## src/rtl/vecmap_pkg.sv

```systemverilog
package vecmap_pkg;
  localparam int ADDR_W   = 16;
  localparam int PTR_W    = 9;
  localparam int NUM_W    = 5;
  localparam int SLOT_LG  = 2;
  localparam int PAGE_LG  = ADDR_W - PTR_W;
  localparam int PR_N     = 5;
  localparam int DR_N     = 6;

  // region boundaries (fixed memory map)
  localparam logic [ADDR_W-1:0] LOW_TOP    = 16'h007F;
  localparam logic [ADDR_W-1:0] MMR_TOP    = 16'h005F;
  localparam logic [ADDR_W-1:0] RAM_TOP    = 16'h3FFF;
  localparam logic [ADDR_W-1:0] EXT_TOP    = 16'hEFFF;
  localparam logic [ADDR_W-1:0] ROM_TOP    = 16'hFEFF;
  localparam logic [ADDR_W-1:0] GAP_TOP    = 16'hFF7F;

  typedef enum logic [2:0] {
    PR_EXT = 3'd0, PR_RAM = 3'd1, PR_ROM = 3'd2, PR_VEC = 3'd3, PR_RSV = 3'd4
  } prog_rgn_e;

  typedef enum logic [2:0] {
    DR_EXT = 3'd0, DR_MMR = 3'd1, DR_SCR = 3'd2, DR_RAM = 3'd3,
    DR_ROM = 3'd4, DR_RSV = 3'd5
  } data_rgn_e;

  // slot address: page base plus four words per vector; number 0 pinned to top page
  function automatic logic [ADDR_W-1:0] vec_address(
    input logic [PTR_W-1:0] ptr,
    input logic [NUM_W-1:0] num
  );
    logic [PTR_W-1:0]   page;
    logic [PAGE_LG-1:0] offs;
    page = (num == '0) ? '1 : ptr;
    offs = PAGE_LG'({num, {SLOT_LG{1'b0}}});
    return {page, offs};
  endfunction

  function automatic prog_rgn_e prog_region(
    input logic [ADDR_W-1:0] a,
    input logic ovl,
    input logic mp
  );
    if (a <= LOW_TOP)      return ovl ? PR_RSV : PR_EXT;
    else if (a <= RAM_TOP) return ovl ? PR_RAM : PR_EXT;
    else if (a <= EXT_TOP) return PR_EXT;
    else if (mp)           return PR_EXT;
    else if (a <= ROM_TOP) return PR_ROM;
    else if (a <= GAP_TOP) return PR_RSV;
    else                   return PR_VEC;
  endfunction

  function automatic data_rgn_e data_region(
    input logic [ADDR_W-1:0] a,
    input logic dr
  );
    if (a <= MMR_TOP)      return DR_MMR;
    else if (a <= LOW_TOP) return DR_SCR;
    else if (a <= RAM_TOP) return DR_RAM;
    else if (a <= EXT_TOP) return DR_EXT;
    else if (!dr)          return DR_EXT;
    else if (a <= ROM_TOP) return DR_ROM;
    else                   return DR_RSV;
  endfunction
endpackage

```

## src/rtl/vecmap_ptr_reg.sv

```systemverilog
module vecmap_ptr_reg #(
  parameter int PTR_W = vecmap_pkg::PTR_W
) (
  input  logic             clk,
  input  logic             rst_n,
  input  logic             wr_en,
  input  logic [PTR_W-1:0] wr_data,
  output logic [PTR_W-1:0] ptr_q
);
  always_ff @(posedge clk or negedge rst_n) begin
    if (!rst_n)     ptr_q <= '1;
    else if (wr_en) ptr_q <= wr_data;
  end
endmodule

```

## src/rtl/vecmap_vec_gen.sv

```systemverilog
module vecmap_vec_gen
  import vecmap_pkg::*;
(
  input  logic [PTR_W-1:0]  ptr,
  input  logic [NUM_W-1:0]  num,
  output logic [ADDR_W-1:0] addr
);
  always_comb addr = vec_address(ptr, num);
endmodule

```

## src/rtl/vecmap_prog_dec.sv

```systemverilog
module vecmap_prog_dec
  import vecmap_pkg::*;
(
  input  logic [ADDR_W-1:0] addr,
  input  logic              ovl,
  input  logic              mp,
  output logic [PR_N-1:0]   sel
);
  prog_rgn_e rgn;
  always_comb rgn = prog_region(addr, ovl, mp);

  for (genvar i = 0; i < PR_N; i++) begin : g_sel
    assign sel[i] = (rgn == prog_rgn_e'(i));
  end
endmodule

```

## src/rtl/vecmap_data_dec.sv

```systemverilog
module vecmap_data_dec
  import vecmap_pkg::*;
(
  input  logic [ADDR_W-1:0] addr,
  input  logic              dr,
  output logic [DR_N-1:0]   sel
);
  data_rgn_e rgn;
  always_comb rgn = data_region(addr, dr);

  for (genvar i = 0; i < DR_N; i++) begin : g_sel
    assign sel[i] = (rgn == data_rgn_e'(i));
  end
endmodule

```

## src/rtl/vecmap_unit.sv

```systemverilog
module vecmap_unit
  import vecmap_pkg::*;
(
  input  logic              clk,
  input  logic              rst_n,
  input  logic              ptr_wr_en,
  input  logic [PTR_W-1:0]  ptr_wr_data,
  input  logic [NUM_W-1:0]  vec_num,
  output logic [ADDR_W-1:0] vec_addr,
  output logic [PTR_W-1:0]  ptr_value,
  input  logic              ovly,
  input  logic              drom,
  input  logic              mp_mode,
  input  logic [ADDR_W-1:0] prog_addr,
  output logic [PR_N-1:0]   prog_sel,
  input  logic [ADDR_W-1:0] data_addr,
  output logic [DR_N-1:0]   data_sel
);
  logic [PTR_W-1:0] ptr_q;

  vecmap_ptr_reg #(.PTR_W(PTR_W)) u_ptr (
    .clk(clk), .rst_n(rst_n), .wr_en(ptr_wr_en),
    .wr_data(ptr_wr_data), .ptr_q(ptr_q)
  );

  vecmap_vec_gen u_vec (.ptr(ptr_q), .num(vec_num), .addr(vec_addr));

  vecmap_prog_dec u_pdec (
    .addr(prog_addr), .ovl(ovly), .mp(mp_mode), .sel(prog_sel)
  );

  vecmap_data_dec u_ddec (.addr(data_addr), .dr(drom), .sel(data_sel));

  assign ptr_value = ptr_q;
endmodule

```

## config.mk

```make
export PLATFORM = sky130hd
export DESIGN_NAME = vecmap_unit
export DESIGN_NICKNAME = d
export VERILOG_FILES = /design/src/rtl/vecmap_pkg.sv /design/src/rtl/vecmap_ptr_reg.sv /design/src/rtl/vecmap_vec_gen.sv /design/src/rtl/vecmap_prog_dec.sv /design/src/rtl/vecmap_data_dec.sv /design/src/rtl/vecmap_unit.sv
export SDC_FILE = /design/constraint.sdc
export NUM_CORES = 1
export LEC_CHECK = 0
export BUFFER_PORTS_ARGS = -buffer_cell sky130_fd_sc_hd__clkbuf_2
export CAP_MARGIN = 25
export CORE_MARGIN = 1
export CORE_UTILIZATION = 32
export DETAILED_ROUTE_END_ITERATION = 16
export PLACE_DENSITY = 0.84
export SYNTH_ARGS = -nofsm -noshare
export SYNTH_HDL_FRONTEND = slang
export SYNTH_SLANG_ARGS = --single-unit
export TNS_END_PERCENT = 20
```

## constraint.sdc

```tcl
create_clock -name clk -period 2.2 [get_ports clk]
set_input_delay 0.11 -clock clk [delete_from_list [all_inputs] [get_ports clk]]
set_output_delay 0.11 -clock clk [all_outputs]
set_load 0.1 [all_outputs]
```

## After elaboration in Yosys (flattened, before gate mapping)

Cells that the tools add are included.

- Add/sub/neg operators: 0
- $mul: 0
- Div/mod/pow operators: 0
- $lt $le $gt $ge: 10
- Equal/unequal tests: 9
- Shift-type cells: 0
- Multiplexer cells: 15
- Bitwise gates (word level): 0
- Reductions and logical operators: 3

Operators by type and width:

| cell | count |
|---|---|
| 16-bit less-or-equal comparator, second input constant | 5 |
| 16-bit by 7-bit less-or-equal comparator with 1-bit output, second input constant | 3 |
| 3-bit two-way mux | 12 |
| 16-bit by 14-bit less-or-equal comparator with 1-bit output, second input constant | 2 |
| 3-bit by 2-bit equality test with 1-bit output, second input constant | 4 |
| 3-bit equality test, second input constant | 3 |
| 9-bit two-way mux | 1 |
| 3-bit by 1-bit equality test with 1-bit output, second input constant | 2 |
| 3-bit logical NOT | 2 |
| 5-bit logical NOT | 1 |
| 1-bit two-way mux | 2 |

- Flip-flop bits (word level): 9
- Latch bits: 0
- RAM bits: 0
- ROM bits: 0
- Bits of input ports: 52
- Output and inout port bits: 36
- Word-level logic and storage cells: 38
- Memories: 0

## Longest topological paths before layout

- Depth after elaboration: 8
- Depth in mapped cells: 3
- Gate-level depth less buffers: 3

## By module

From an unflattened synthesis, not the netlist that was laid out.

- Cell total of the unflattened synthesis: 65
- Area, all modules: 768.2 um^2

Modules (own cells, without submodules):

| module | instances | cells each | area each (um^2) | sequential area each (um^2) |
|---|---|---|---|---|
| vecmap_ptr_reg | 1 | 19 | 382.9 | 236.5 |
| vecmap_vec_gen | 1 | 20 | 192.7 | 0.0 |
| vecmap_data_dec | 1 | 14 | 97.6 | 0.0 |
| vecmap_prog_dec | 1 | 12 | 95.1 | 0.0 |

## Worst setup path before layout

Ideal clock, no wire load.

- Kind: input to output
- Start point: in data_addr[13]
- End point: out data_sel[4]
- Arrival: 2.443 ns
- Required time: 2.090 ns
- Slack: -0.353 ns
- Stages: 3
- Path buffers: 0
- Cell sequence: and3_1 -> nand3_1 -> nor3_1

- Cells in the longest elaborated chain, start to end: 8
- Elaborated cells on any way between the ends: 12
- Those cells by class: order compare (5); eq/ne (1); mux (6)

Ends and longest elaborated chain:

| item | RTL line | text |
|---|---|---|
| start, declared | vecmap_unit.sv:16 | `input logic [ADDR_W-1:0] data_addr,` |
| 16-bit less-or-equal comparator | vecmap_pkg.sv:62 | `else if (a <= ROM_TOP) return DR_ROM;` |
| 1-bit two-way mux | vecmap_pkg.sv:62 |  |
| 3-bit two-way mux | vecmap_pkg.sv:61 | `else if (!dr) return DR_EXT;` |
| 3-bit two-way mux | vecmap_pkg.sv:60 | `else if (a <= EXT_TOP) return DR_EXT;` |
| 3-bit two-way mux | vecmap_pkg.sv:59 | `else if (a <= RAM_TOP) return DR_RAM;` |
| 3-bit two-way mux | vecmap_pkg.sv:58 | `else if (a <= LOW_TOP) return DR_SCR;` |
| 3-bit two-way mux (*) | vecmap_pkg.sv:57 | `if (a <= MMR_TOP) return DR_MMR;` |
| 3-bit equality test (*) | vecmap_data_dec.sv:12 | `assign sel[i] = (rgn == data_rgn_e'(i));` |
| end, declared | vecmap_unit.sv:17 | `output logic [DR_N-1:0] data_sel` |

Every way passes the cells marked *; elsewhere a longest branch is shown, timed or not.

## Worst setup path in the final report

- Start point: in vec_num[0]
- End point: out vec_addr[7]

- Cells in the longest elaborated chain, start to end: 2

Ends and longest elaborated chain:

| item | RTL line | text |
|---|---|---|
| start, declared | vecmap_unit.sv:8 | `input logic [NUM_W-1:0] vec_num,` |
| 5-bit logical NOT | vecmap_pkg.sv:34 | `page = (num == '0) ? '1 : ptr;` |
| 9-bit two-way mux | vecmap_pkg.sv:34 |  |
| end, declared | vecmap_unit.sv:9 | `output logic [ADDR_W-1:0] vec_addr,` |

Every way passes these cells.

==> flow_summary.json <==
{
  "syn-cell-area_um2": 638,
  "max_cap_violations": 0,
  "clkTransAtPathRegs_ns": 0.06,
  "syn_to_final_growth_pct": 60.2,
  "cts.sink_count": 9,
  "dr_total_vias": 761,
  "final_cell_count_no_fill": 163,
  "finalCriticalPeriod_ns": 1.61,
  "slew_headroom_pct": 63.5,
  "drtIter0Drc": 6,
  "path_max_fanout": 9,
  "final_common_cell": "clkbuf_2",
  "drive_gt1_share_pct": 70.3,
  "grt_setup_unrepaired": "no",
  "clk_latency_ns": 0.25,
  "p_total_mw": 0.801,
  "cts_tree": "done",
  "ys_seq_area_share_pct": 37.1,
  "drc": 0,
  "synth_cell_types": 23,
  "grt_pass1_wl_mm": 2.42,
  "largest_reg_flops": 9,
  "syn_inst": 67,
  "hold_path.class": "input port to register",
  "htree_levels": 1,
  "die_width_um": 46.7,
  "whs_ns": 0.0909,
  "start_util_pct": 35.4,
  "finalSetupViolCount": 0,
  "overflow": 0,
  "hpwlAfterDp_mm": 1.60,
  "crit_arrival_ns": 1.50,
  "port_buffers": 73,
  "grt_max_degree": 10,
  "post_cts_buffers": 0,
  "largestRegisters": "u_ptr.ptr_q x9",
  "rows": 15,
  "cts_buffer_depth": 2,
  "utilization_pct": 56.7,
  "outcome": "finished, final reports clean",
  "avgViaCountPerCell": 4.67,
  "hold_viol_final": 0,
  "ant_nets": 0,
  "end_kind": "primary output",
  "cp.required_ns": 2.09,
  "gp_congestion": 0.691,
  "yosysWarnings": 0,
  "diodes": 0,
  "dieArea_mm2": 0.00218,
  "cts_resized": 0,
  "fin_crit_sh_pct": 73.4,
  "start_kind": "input port",
  "leakagePower_nw": 0.542,
  "cts_inserted_buffers": 3,
  "cellPowerDensity_mw_per_mm2": 784,
  "dieHeight_um": 46.7,
  "largest_register": "u_ptr.ptr_q",
  "placedCellCount": 158,
  "nFillCells": 175,
  "num-nets-final": 191,
  "wl_mm": 1.81,
  "worst_pin_slew_ns": 0.551,
  "synth_top_cell_area_share_pct": 37.1,
  "skew_ns": 0,
  "cts_root_buf": "clkbuf_4",
  "antenna_found_initial": 0,
  "core_mm2": 0.00180,
  "avgSynthCellArea_um2": 9.52,
  "most-common-layout-cells": "clkbuf_2, or2_1, mux2_2, dfstp_2, nor2_1",
  "finalMaxSlewViolations": 0,
  "synth_area_leaders": "dfstp_2, mux2_2, or2_1, buf_4, nor2_1",
  "track_usage_pct": 16.0,
  "grt_pass1_vias": 623,
  "path_class": "input port to primary output",
  "ios": 88,
  "wire_per_inst_um": 11.1,
  "yosysTopAreaCell": "dfstp_2",
  "max_freq_ghz": 0.619,
  "ys_ff_latch": 9,
  "first_pass_iters": 2,
  "ir_drop_uv": 488
}
logic make-up after synthesis:
group / share of synthesized area, %
muxes: 15.9
other: 0.588
AOI/OAI and AO/OA: 2.94
buffers and inverters: 9.02
DFF: 37.1
and+or+nand+nor: 34.5
layout make-up:
cell class | instances | area (um^2) | area share, %
clock buffers | 4 | 26.3 | 2.57
multi-input cells | 51 | 353 | 34.5
flip-flops and latches | 9 | 236 | 23.1
well taps | 25 | 31.3 | 3.06
repair buffers | 74 | 375 | 36.7
critical path, cell delays in order:
cell and delay (ns):
clkbuf_2 0.09, or4_4 0.54, nor2_4 0.18, or2_1 0.13
clkbuf_2 0.45
metrics by stage:
step,worst slack [ns],setup TNS (ns),cell area [um^2]
3_5_place_dp,0.568,0,986
4_1_cts,0.566,0,1020
5_1_grt,0.522,0,1020
3_3_place_gp,0.588,0,986
6_report,0.585,0,1020
2_1_floorplan,-0.247,-0.281,647
metal layers:
| layer | vias up | global-route usage [%] | part of all wire [%] |
|---|---|---|---|
| met4 | 0 | 0 | 0 |
| met2 | 40 | 33.9 | 55 |
| met5 | - | 0 | 0 |
| li1 | 374 | - | - |
| met3 | 0 | 6.27 | 8.2 |
| met1 | 347 | 14.4 | 36 |
cell usage after synthesis, drive strengths merged:
cell type  number
a21oi           1
a31oi           1
and2            1
and3            2
and4            2
buf             8
conb            1
dfstp           9
mux2            9
nand2           2
nand3           3
nand4           1
nor2            8
nor2b           1
nor3            3
nor3b           1
nor4            2
o21a            1
or2             9
or3b            1
or4             1
where the power goes:
| part | switching, mW | leakage, nW | internal [mW] |
|---|---|---|---|
| Combinational | 0.395 | 0.433 | 0.0815 |
| Sequential | 0.0100 | 0.0946 | 0.195 |
| Clock | 0.0506 | 0.0150 | 0.0694 |
| Total | 0.455 | 0.542 | 0.346 |
repair_timing:
action / in CTS / in global routing
endpoints found under the hold margin: 9 / 0
hold buffers: 1 / 0
endpoints found under the setup margin: 0 / 0
path summary, 6_finish.rpt:
| check | start | to | slack (ns) | depth (start not counted) |
|---|---|---|---|---|
| setup reg to reg | u_ptr.ptr_q[2] | u_ptr.ptr_q[2] | 1.47 | 1 |
| hold / removal | ptr_wr_data[8] | u_ptr.ptr_q[8] | 0.09 | 2 |
| hold reg to reg | u_ptr.ptr_q[6] | u_ptr.ptr_q[6] | 0.62 | 1 |
| min in group asynchronous | rst_n | u_ptr.ptr_q[0] | 0.47 | 2 |
| setup / recovery | vec_num[0] | vec_addr[7] | 0.59 | 5 |
| max in group asynchronous | rst_n | u_ptr.ptr_q[7] | 1.70 | 2 |
(Power assumes the default switching activity.)
